[src/rtl/tws_pkg.sv]
package tws_pkg;
  typedef enum logic [1:0] {
    ST_IDLE   = 2'd0,
    ST_SCAN   = 2'd1,
    ST_CLOSE  = 2'd2,
    ST_REPORT = 2'd3
  } tws_state_e;
endpackage

[src/rtl/tws_seq.sv]
module tws_seq
  import tws_pkg::*;
#(
  parameter int NUM_TAPS = 8,
  localparam int MAP_W   = 2 * NUM_TAPS,
  localparam int IDXW    = $clog2(MAP_W + 1)
) (
  input  logic             clk,
  input  logic             rst_n,
  input  logic             start_i,
  input  logic [MAP_W-1:0] map_i,
  output logic             clear_o,
  output logic             step_o,
  output logic             bit_o,
  output logic [IDXW-1:0]  idx_o,
  output logic             report_o
);
  localparam logic [IDXW-1:0] LAST_IDX = IDXW'(MAP_W - 1);
  localparam logic [IDXW-1:0] END_IDX  = IDXW'(MAP_W);

  tws_state_e       state_q, state_d;
  logic [IDXW-1:0]  idx_q, idx_d;
  logic [MAP_W-1:0] map_q, map_d;
  logic [MAP_W-1:0] shifted;

  always_comb begin
    state_d = state_q;
    idx_d   = idx_q;
    map_d   = map_q;
    case (state_q)
      ST_IDLE: begin
        if (start_i) begin
          state_d = ST_SCAN;
          idx_d   = '0;
          map_d   = map_i;
        end
      end
      ST_SCAN: begin
        idx_d = idx_q + IDXW'(1);
        if (idx_q == LAST_IDX) state_d = ST_CLOSE;
      end
      ST_CLOSE:  state_d = ST_REPORT;
      default:   state_d = ST_IDLE;
    endcase
  end

  always_ff @(posedge clk or negedge rst_n) begin
    if (!rst_n) begin
      state_q <= ST_IDLE;
      idx_q   <= '0;
      map_q   <= '0;
    end else begin
      state_q <= state_d;
      idx_q   <= idx_d;
      map_q   <= map_d;
    end
  end

  assign shifted  = map_q >> idx_q;
  assign clear_o  = (state_q == ST_IDLE) && start_i;
  assign step_o   = (state_q == ST_SCAN) || (state_q == ST_CLOSE);
  assign bit_o    = (state_q == ST_SCAN) ? shifted[0] : 1'b0;
  assign idx_o    = idx_q;
  assign report_o = (state_q == ST_REPORT);

  // the captured map cannot change while a scan is in flight
  a_r9_map_frozen: assert property (@(posedge clk) disable iff (!rst_n)
    (state_q != ST_IDLE) |=> $stable(map_q));

  // the closing step always sits one past the last map bit
  a_r5_close_index: assert property (@(posedge clk) disable iff (!rst_n)
    (state_q == ST_CLOSE) |-> (idx_q == END_IDX));
endmodule

[src/rtl/tws_run_track.sv]
module tws_run_track #(
  parameter int NUM_TAPS = 8,
  localparam int MAP_W   = 2 * NUM_TAPS,
  localparam int IDXW    = $clog2(MAP_W + 1)
) (
  input  logic            clk,
  input  logic            rst_n,
  input  logic            clear_i,
  input  logic            step_i,
  input  logic            bit_i,
  input  logic [IDXW-1:0] idx_i,
  output logic [IDXW-1:0] best_len_o,
  output logic [IDXW-1:0] best_start_o,
  output logic [IDXW-1:0] best_end_o
);
  logic [IDXW-1:0] cur_q, cur_d;
  logic [IDXW-1:0] best_q, best_d;
  logic [IDXW-1:0] bs_q, bs_d;
  logic [IDXW-1:0] be_q, be_d;

  always_comb begin
    cur_d  = cur_q;
    best_d = best_q;
    bs_d   = bs_q;
    be_d   = be_q;
    if (clear_i) begin
      cur_d  = '0;
      best_d = '0;
      bs_d   = '0;
      be_d   = '0;
    end else if (step_i) begin
      if (bit_i) begin
        cur_d = cur_q + IDXW'(1);
      end else begin
        if (cur_q > best_q) begin
          best_d = cur_q;
          bs_d   = idx_i - cur_q;
          be_d   = idx_i - IDXW'(1);
        end
        cur_d = '0;
      end
    end
  end

  always_ff @(posedge clk or negedge rst_n) begin
    if (!rst_n) begin
      cur_q  <= '0;
      best_q <= '0;
      bs_q   <= '0;
      be_q   <= '0;
    end else begin
      cur_q  <= cur_d;
      best_q <= best_d;
      bs_q   <= bs_d;
      be_q   <= be_d;
    end
  end

  assign best_len_o   = best_q;
  assign best_start_o = bs_q;
  assign best_end_o   = be_q;

  // the best length never shrinks within one scan
  a_r3_best_monotonic: assert property (@(posedge clk) disable iff (!rst_n)
    !clear_i |=> (best_q >= $past(best_q)));

  // the recorded span matches the recorded length
  a_r3_span_consistent: assert property (@(posedge clk) disable iff (!rst_n)
    (best_q != '0) |-> ((be_q - bs_q + IDXW'(1)) == best_q));

  // an open run can never be longer than the bits already seen
  a_r5_run_bounded: assert property (@(posedge clk) disable iff (!rst_n)
    step_i |-> (cur_q <= idx_i));
endmodule

[src/rtl/tws_fold.sv]
module tws_fold #(
  parameter int NUM_TAPS = 8,
  parameter int MIN_RUN  = 3,
  localparam int MAP_W   = 2 * NUM_TAPS,
  localparam int IDXW    = $clog2(MAP_W + 1),
  localparam int TAPW    = (NUM_TAPS > 1) ? $clog2(NUM_TAPS) : 1
) (
  input  logic [IDXW-1:0] best_len_i,
  input  logic [IDXW-1:0] best_start_i,
  input  logic [IDXW-1:0] best_end_i,
  output logic            fail_o,
  output logic [TAPW-1:0] tap_o
);
  localparam logic [IDXW-1:0] TAPS_I = IDXW'(NUM_TAPS);
  localparam logic [IDXW-1:0] MIN_I  = IDXW'(MIN_RUN);

  logic [IDXW:0]   sum;
  logic [IDXW-1:0] centre;
  logic [IDXW-1:0] folded;

  always_comb begin
    sum    = {1'b0, best_start_i} + {1'b0, best_end_i};
    centre = sum[IDXW:1];
    folded = (centre >= TAPS_I) ? (centre - TAPS_I) : centre;
    fail_o = (best_len_i < MIN_I);
    tap_o  = fail_o ? '0 : folded[TAPW-1:0];
  end
endmodule

[src/rtl/tap_window_select.sv]
module tap_window_select #(
  parameter int NUM_TAPS = 8,
  parameter int MIN_RUN  = 3,
  localparam int MAP_W   = 2 * NUM_TAPS,
  localparam int IDXW    = $clog2(MAP_W + 1),
  localparam int TAPW    = (NUM_TAPS > 1) ? $clog2(NUM_TAPS) : 1
) (
  input  logic             clk,
  input  logic             rst_n,
  input  logic             start_i,
  input  logic [MAP_W-1:0] probe_map_i,
  output logic             done_o,
  output logic             fail_o,
  output logic [TAPW-1:0]  tap_o
);
  logic            clear, step, scan_bit, report;
  logic [IDXW-1:0] idx, best_len, best_start, best_end;
  logic            fail_c;
  logic [TAPW-1:0] tap_c;

  logic            done_q, done_d;
  logic            fail_q, fail_d;
  logic [TAPW-1:0] tap_q, tap_d;

  tws_seq #(.NUM_TAPS(NUM_TAPS)) seq_i (
    .clk      (clk),
    .rst_n    (rst_n),
    .start_i  (start_i),
    .map_i    (probe_map_i),
    .clear_o  (clear),
    .step_o   (step),
    .bit_o    (scan_bit),
    .idx_o    (idx),
    .report_o (report)
  );

  tws_run_track #(.NUM_TAPS(NUM_TAPS)) track_i (
    .clk          (clk),
    .rst_n        (rst_n),
    .clear_i      (clear),
    .step_i       (step),
    .bit_i        (scan_bit),
    .idx_i        (idx),
    .best_len_o   (best_len),
    .best_start_o (best_start),
    .best_end_o   (best_end)
  );

  tws_fold #(.NUM_TAPS(NUM_TAPS), .MIN_RUN(MIN_RUN)) fold_i (
    .best_len_i   (best_len),
    .best_start_i (best_start),
    .best_end_i   (best_end),
    .fail_o       (fail_c),
    .tap_o        (tap_c)
  );

  always_comb begin
    done_d = report;
    fail_d = report ? fail_c : fail_q;
    tap_d  = report ? tap_c  : tap_q;
  end

  always_ff @(posedge clk or negedge rst_n) begin
    if (!rst_n) begin
      done_q <= 1'b0;
      fail_q <= 1'b0;
      tap_q  <= '0;
    end else begin
      done_q <= done_d;
      fail_q <= fail_d;
      tap_q  <= tap_d;
    end
  end

  assign done_o = done_q;
  assign fail_o = fail_q;
  assign tap_o  = tap_q;

  // done is a single-cycle pulse
  a_r2_done_pulse: assert property (@(posedge clk) disable iff (!rst_n)
    done_q |=> !done_q);

  // results move only when a report is issued
  a_r10_result_hold: assert property (@(posedge clk) disable iff (!rst_n)
    !report |=> ($stable(fail_q) && $stable(tap_q)));

  // a failed selection never carries a tap
  a_r7_fail_no_tap: assert property (@(posedge clk) disable iff (!rst_n)
    (done_q && fail_q) |-> (tap_q == '0));

  // the reported tap is always inside the ring
  a_r6_tap_in_range: assert property (@(posedge clk) disable iff (!rst_n)
    done_q |-> (int'(tap_q) < NUM_TAPS));
endmodule

[config.mk]
export PLATFORM = sky130hd
export DESIGN_NAME = tap_window_select
export DESIGN_NICKNAME = d
export VERILOG_FILES = /design/src/rtl/tws_pkg.sv /design/src/rtl/tws_seq.sv /design/src/rtl/tws_run_track.sv /design/src/rtl/tws_fold.sv /design/src/rtl/tap_window_select.sv
export SDC_FILE = /design/constraint.sdc
export NUM_CORES = 1
export LEC_CHECK = 0
export ABC_CLOCK_PERIOD_IN_PS = 2400
export BUFFER_PORTS_ARGS = -buffer_cell sky130_fd_sc_hd__buf_4
export CAP_MARGIN = 15
export CORE_ASPECT_RATIO = 0.75
export CORE_MARGIN = 1
export CORE_UTILIZATION = 44
export DETAILED_ROUTE_END_ITERATION = 6
export MAX_ROUTING_LAYER = met4
export PLACE_DENSITY = 0.68
export SLEW_MARGIN = 25
export SYNTH_ARGS = -nofsm -noshare
export SYNTH_HDL_FRONTEND = slang
export SYNTH_SLANG_ARGS = --single-unit
[constraint.sdc]
create_clock -name clk -period 2.4 [get_ports clk]
set_input_delay 0.36 -clock clk [delete_from_list [all_inputs] [get_ports clk]]
set_output_delay 0.36 -clock clk [all_outputs]
set_load 0.05 [all_outputs]
; Word-level counts from Yosys, hierarchy flattened
; Index checks and enable logic that the tools add are counted.
[totals]
output_inout_bits = 5
register_bits = 48
in_bits = 19
[classes]
n_addsub = 6
reduce_logical = 10
eq_ne = 7
mux = 23
shifts = 1
n_lt_le_gt_ge = 3
[ops]
columns = cell, count
row1 = two-way mux 5 bit, 16
row2 = right shift 16 x 5 -> 1 bit, 1
row3 = adder 5 x 1 -> 5 bit (second input constant), 2
row4 = one-hot mux 5 bit (2 select lines), 1
row5 = adder 5 x 5 -> 6 bit, 1
row6 = two-way mux 3 bit, 2
row7 = one-hot mux 2 bit (3 select lines), 1
row8 = AND reduction 2 bit, 3
row9 = nonzero test 2 bit, 3
row10 = == test 5 x 4 -> 1 bit (second input constant), 1
row11 = >= comparator 5 x 4 -> 1 bit (second input constant), 1
row12 = greater-than comparator 5 bit, 1
row13 = less-than comparator 5 x 2 -> 1 bit (second input constant), 1
row14 = subtractor 5 x 1 -> 5 bit (second input constant), 1
row15 = subtractor 5 bit, 1
row16 = == test 2 bit (second input constant), 2
row17 = two-way mux 2 bit, 2
row18 = != test 2 bit (second input constant), 2
row19 = AND reduction 3 bit, 1
row20 = subtractor 3 x 1 -> 3 bit (second input constant), 1
row21 = == test 2 x 1 -> 1 bit (second input constant), 1
row22 = logical NOT 2 bit, 1
row23 = != test 2 x 1 -> 1 bit (second input constant), 1
row24 = logical AND 1 bit, 1
row25 = other kinds (2), 2

; Longest topological paths before layout
[logic_depth]
ltp_word = 5
mapped_depth = 9
mapped_depth_nobuf = 7

; Cells and area by module
; From an unflattened synthesis, not the netlist that was laid out.
[unflattened]
cells_unflattened = 226
hier_area_um2 = 2670.1
[by_module_without_submodules]
columns = module, n_inst, cells_each, area_each_um2
row1 = tws_run_track, 1, 110, 1182.4
row2 = tws_seq, 1, 93, 1182.4
row3 = tap_window_select, 1, 9, 170.2
row4 = tws_fold, 1, 14, 135.1

; Worst setup path after synthesis
; Ideal clock, no wire load.
[synth_path]
path_kind = register to register
from = register seq_i.state_q[0]
to = register track_i.be_q[1] (netlist: track_i.best_end_o[1])
required_ns = 2.279
stages_incl_launch_ff = 10
arrival_time_ns = 1.945
setup_slack_ns = 0.334
path_buffers = 2
setup_time_ns = 0.121
path_cell_list = dfrtp_1 -> inv_1 -> ha_1 -> and2_1 -> buf_2 -> a2111oi_4 -> nand3_2 -> and4_4 -> buf_6 -> a22o_1
[synth_via]
elab_chain_len = 4
[synth_lines]
columns = item, line
row1 = "start, declared", tws_seq.sv:21  ; tws_state_e state_q, state_d;
row2 = "start signal, assigned", tws_seq.sv:53  ; state_q <= state_d;
row3 = == test 2 x 1 -> 1 bit (tied with other cells), "tws_seq.sv:61, tws_seq.sv:62"
row4 = two-way mux 1 bit (tied with other cells), tws_seq.sv:62  ; assign bit_o = (state_q == ST_SCAN) ? shifted[0] : 1'b0;
row5 = != test 2 bit (no source line) or nonzero test 2 bit (tied branches), -
row6 = AND reduction 3 bit (no source line), -
row7 = "end signal, assigned", tws_run_track.sv:50  ; be_q <= '0;
row8 = "end signal, assigned", tws_run_track.sv:55  ; be_q <= be_d;
row9 = "end, declared", tws_run_track.sv:19  ; logic [IDXW-1:0] be_q, be_d;
; Several ways; a longest one is shown, not always the timed one.
; A chain may end at the register's enable or synchronous reset.

; Worst setup path in the final report
[layout_path]
from = register seq_i.state_q[0]
to = register track_i.best_q[4] (netlist: track_i.best_len_o[4])
[layout_via]
elab_chain_len = 4
[layout_lines]
columns = item, line
row1 = == test 2 x 1 -> 1 bit (tied with other cells), "tws_seq.sv:61, tws_seq.sv:62"
row2 = two-way mux 1 bit (tied with other cells), tws_seq.sv:62
row3 = != test 2 bit (no source line) or nonzero test 2 bit (tied branches), -
row4 = AND reduction 3 bit (no source line), -
row5 = "end signal, assigned", tws_run_track.sv:53  ; best_q <= best_d;
row6 = "end, declared", tws_run_track.sv:17  ; logic [IDXW-1:0] best_q, best_d;
; Several ways; a longest one is shown, not always the timed one.

==> flow_summary.toml <==
[setup_path]
startpoint_type = "register"
crit_fanout = 13
timing.rr.start = "seq_i.state_q[0]"
startpoint = "seq_i.state_q[0]"
critical_path_class = "register to register"
required_ns = 2.59
cp.arrival_ns = 2.31
cp-end-kind = "register"

[sta]
fin_crit_sh_pct = 88.7
skew_ns = 0.00798
setup_viol = 0
final_max_slew_viol_count = 0
hold_viol = 0
tns_ns = 0
fmax_ghz = 0.470
rsz0062_at_grt = "no"
relSlewSlack_pct = 60.7
worst_slew_pin_slew_ns = 0.589
layout_min_cycle_time_ns = 2.13

[routing]
wl_per_cell_um = 14.4
drt_iter0_drc = 70
dr_total_vias = 1792
first_pass_iters = 4
antenna_left = 0
vias_per_cell = 5.27
wl_mm = 4.91
route.detailed.drc = 0

[layout]
final_cells = 340
fillers = 509
antenna_cells = 0
nets = 304
layout-drive-gt1-share_pct = 21.9
area.growth.synth_to_final_pct = 15.5

[global_routing]
grt_max_degree = 47
grtUsageTotal_pct = 19.0
antenna_found_initial = 0
grt_pass1_vias = 1766
grt_pass1_wl_mm = 8.78
grt_overflow = 0

[job]
maxCapViolations = 0

[synth]
async_flop_share_pct = 100
synth.most_common_cell = "dfrtp_1"
netlist-cell-type-count = 40
synth_commonest_cells = "46 x dfrtp_1, 22 x inv_1, 19 x ha_1, 16 x mux2_2"
muxShareOfSynthArea_pct = 10.5
synthAdderAreaFrac_pct = 10.8
syn-num-nets = 276
yosysTopAreaCellShare_pct = 44.9
yosys-top-cells-area = "dfrtp_1 45%, ha_1 9.3%, mux2_2 7.0%, a22o_1 4.4%, mux2i_1 3.5%"
synth_compound_area_share_pct = 15.5
synth_seq_cells = 46
synth_simple_gate_area_share_pct = 9.85
ys.flop_type = "dfrtp_1"
ys_warn_count = 0
yosysSeqAreaShare_pct = 44.9
syn_area_per_cell_sq_um = 10.9
synth_top_family_by_area = "compound AO/OA/AOI/OAI gates"
netlist_area_sq_um = 2570
synth_edf_count = 0
synth_top_area_cell = "dfrtp_1"
synth-xor-area-share_pct = 3.07
syn_inst = 236

[floorplanning]
fp.coreArea_sq_um = 5470
die_area_sq_um = 6140
die_x_um = 90.2
die_h_um = 68.1
start_util_pct = 46.9
fp-row-count = 23
ios = 24

[hold_path]
min_path_type = "primary input to async pin"

[clocking]
post_cts_buffers = 0
post_cts_resize_count = 0
cts_tree = "built"
cts_hold_buf = 0
cts_made_buffers = 5
clockBufferDepth = 2
worstSkewPairLatency_ns = 0.30
root_buffer = "clkbuf_8"
clock-sinks = 46
path_clk_slew_ns = 0.09
h-tree-depth = 2

[outcome]
run_status = "complete, no violations"

[place]
dp.cells = 332
place_congestion = 0.765
portBuffers = 23
hpwl_mm = 3.66

[power]
p_leak_nw = 1.35
power_density_nw_per_um2 = 1120
ir_drop_v = 0.000459
fin_total_pwr_mw = 3.33
-- power by group --
group	leakage, nW	internal (mW)	total (mW)	switching [mW]
Sequential	0.594	1.02	1.23	0.209
Combinational	0.692	0.651	1.41	0.764
Clock	0.0683	0.417	0.688	0.271
Total	1.35	2.09	3.33	1.24
-- path summary, 6_finish.rpt --
| path | end | slack (ns) | depth (start not counted) |
|---|---|---|---|
| max | track_i.best_len_o[4] | 0.27 | 7 |
| max in group asynchronous | track_i.cur_q[1] | 1.94 | 1 |
| max reg2reg | track_i.best_len_o[4] | 0.27 | 7 |
| min reg2reg | fail_o | 0.50 | 1 |
| min in group clk | seq_i.map_q[6] | 0.29 | 2 |
| min | seq_i.idx_o[2] | 0.05 | 1 |
-- metrics by stage --
step | instance area, sq um | util, % | setup WS (ns) | hold slack (ns)
2_1_floorplan | 2570 | - | 0.334 | 0.0644
3_3_place_gp | 2830 | 51.7 | 0.374 | 0.406
3_5_place_dp | 2830 | 51.7 | 0.295 | 0.400
4_1_cts | 2960 | 54.2 | 0.263 | 0.0766
5_1_grt | 2960 | 54.2 | 0.0976 | 0.0959
6_report | 2960 | 54.2 | 0.272 | 0.0530
-- layout make-up --
type	instances	area, sq um	area share (%)
well taps	75	93.8	3.17
inverters	23	86.3	2.91
repair buffers	29	218	7.35
clock buffers	5	68.8	2.32
multi-input cells	159	1280	43.1
flip-flops and latches	46	1150	38.9
clock inverters	3	68.8	2.32
-- worst max-delay path, stage by stage, from the launching register on --
cell	delay, ns
dfrtp_1	0.46
inv_1	0.10
ha_1	0.24
and2_1	0.21
a2111oi_2	0.34
nand3_1	0.17
and4_4	0.26
a22o_1	0.24
-- layout by cell type, fill, tap and decap left out, types with 6 or more instances in the layout --
cell type / Yosys / routed
nor2_1: 13 / 13
mux2_2: 16 / 16
inv_1: 22 / 22
mux2i_1: 9 / 9
o21ai_0: 12 / 12
ha_1: 19 / 19
a22o_1: 13 / 13
dfrtp_1: 46 / 46
buf_4: 3 / 29
nand2_1: 11 / 11
a21oi_1: 8 / 8
xnor2_1: 6 / 6
-- routing by layer --
metal	wire, um	up-vias	global-route usage (%)
met5	0	-	-
met4	22	0	3.63
li1	-	893	-
met2	2030	36	27.8
met3	211	4	3.67
met1	2650	859	27.5
-- registers in the layout, summed over array words and instances (netlist names) --
signal / count
tap_o: 3
seq_i.map_q: 16
done_o: 1
seq_i.idx_o: 5
track_i.cur_q: 5
track_i.best_end_o: 4
fail_o: 1
track_i.best_start_o: 4
track_i.best_len_o: 5
seq_i.state_q: 2
-- cell families (layout without fill, tap and decap cells) --
logic type / Yosys count / in the layout
adder cells (fa/ha/maj): 21 / 21
AO/OA/AOI/OAI: 54 / 54
AND/OR/NAND/NOR: 50 / 50
flip-flops: 46 / 46
buffers and inverters: 31 / 60
XOR/XNOR: 9 / 9
multiplexers: 25 / 25
Note: power is estimated with default switching activity, not from simulation.
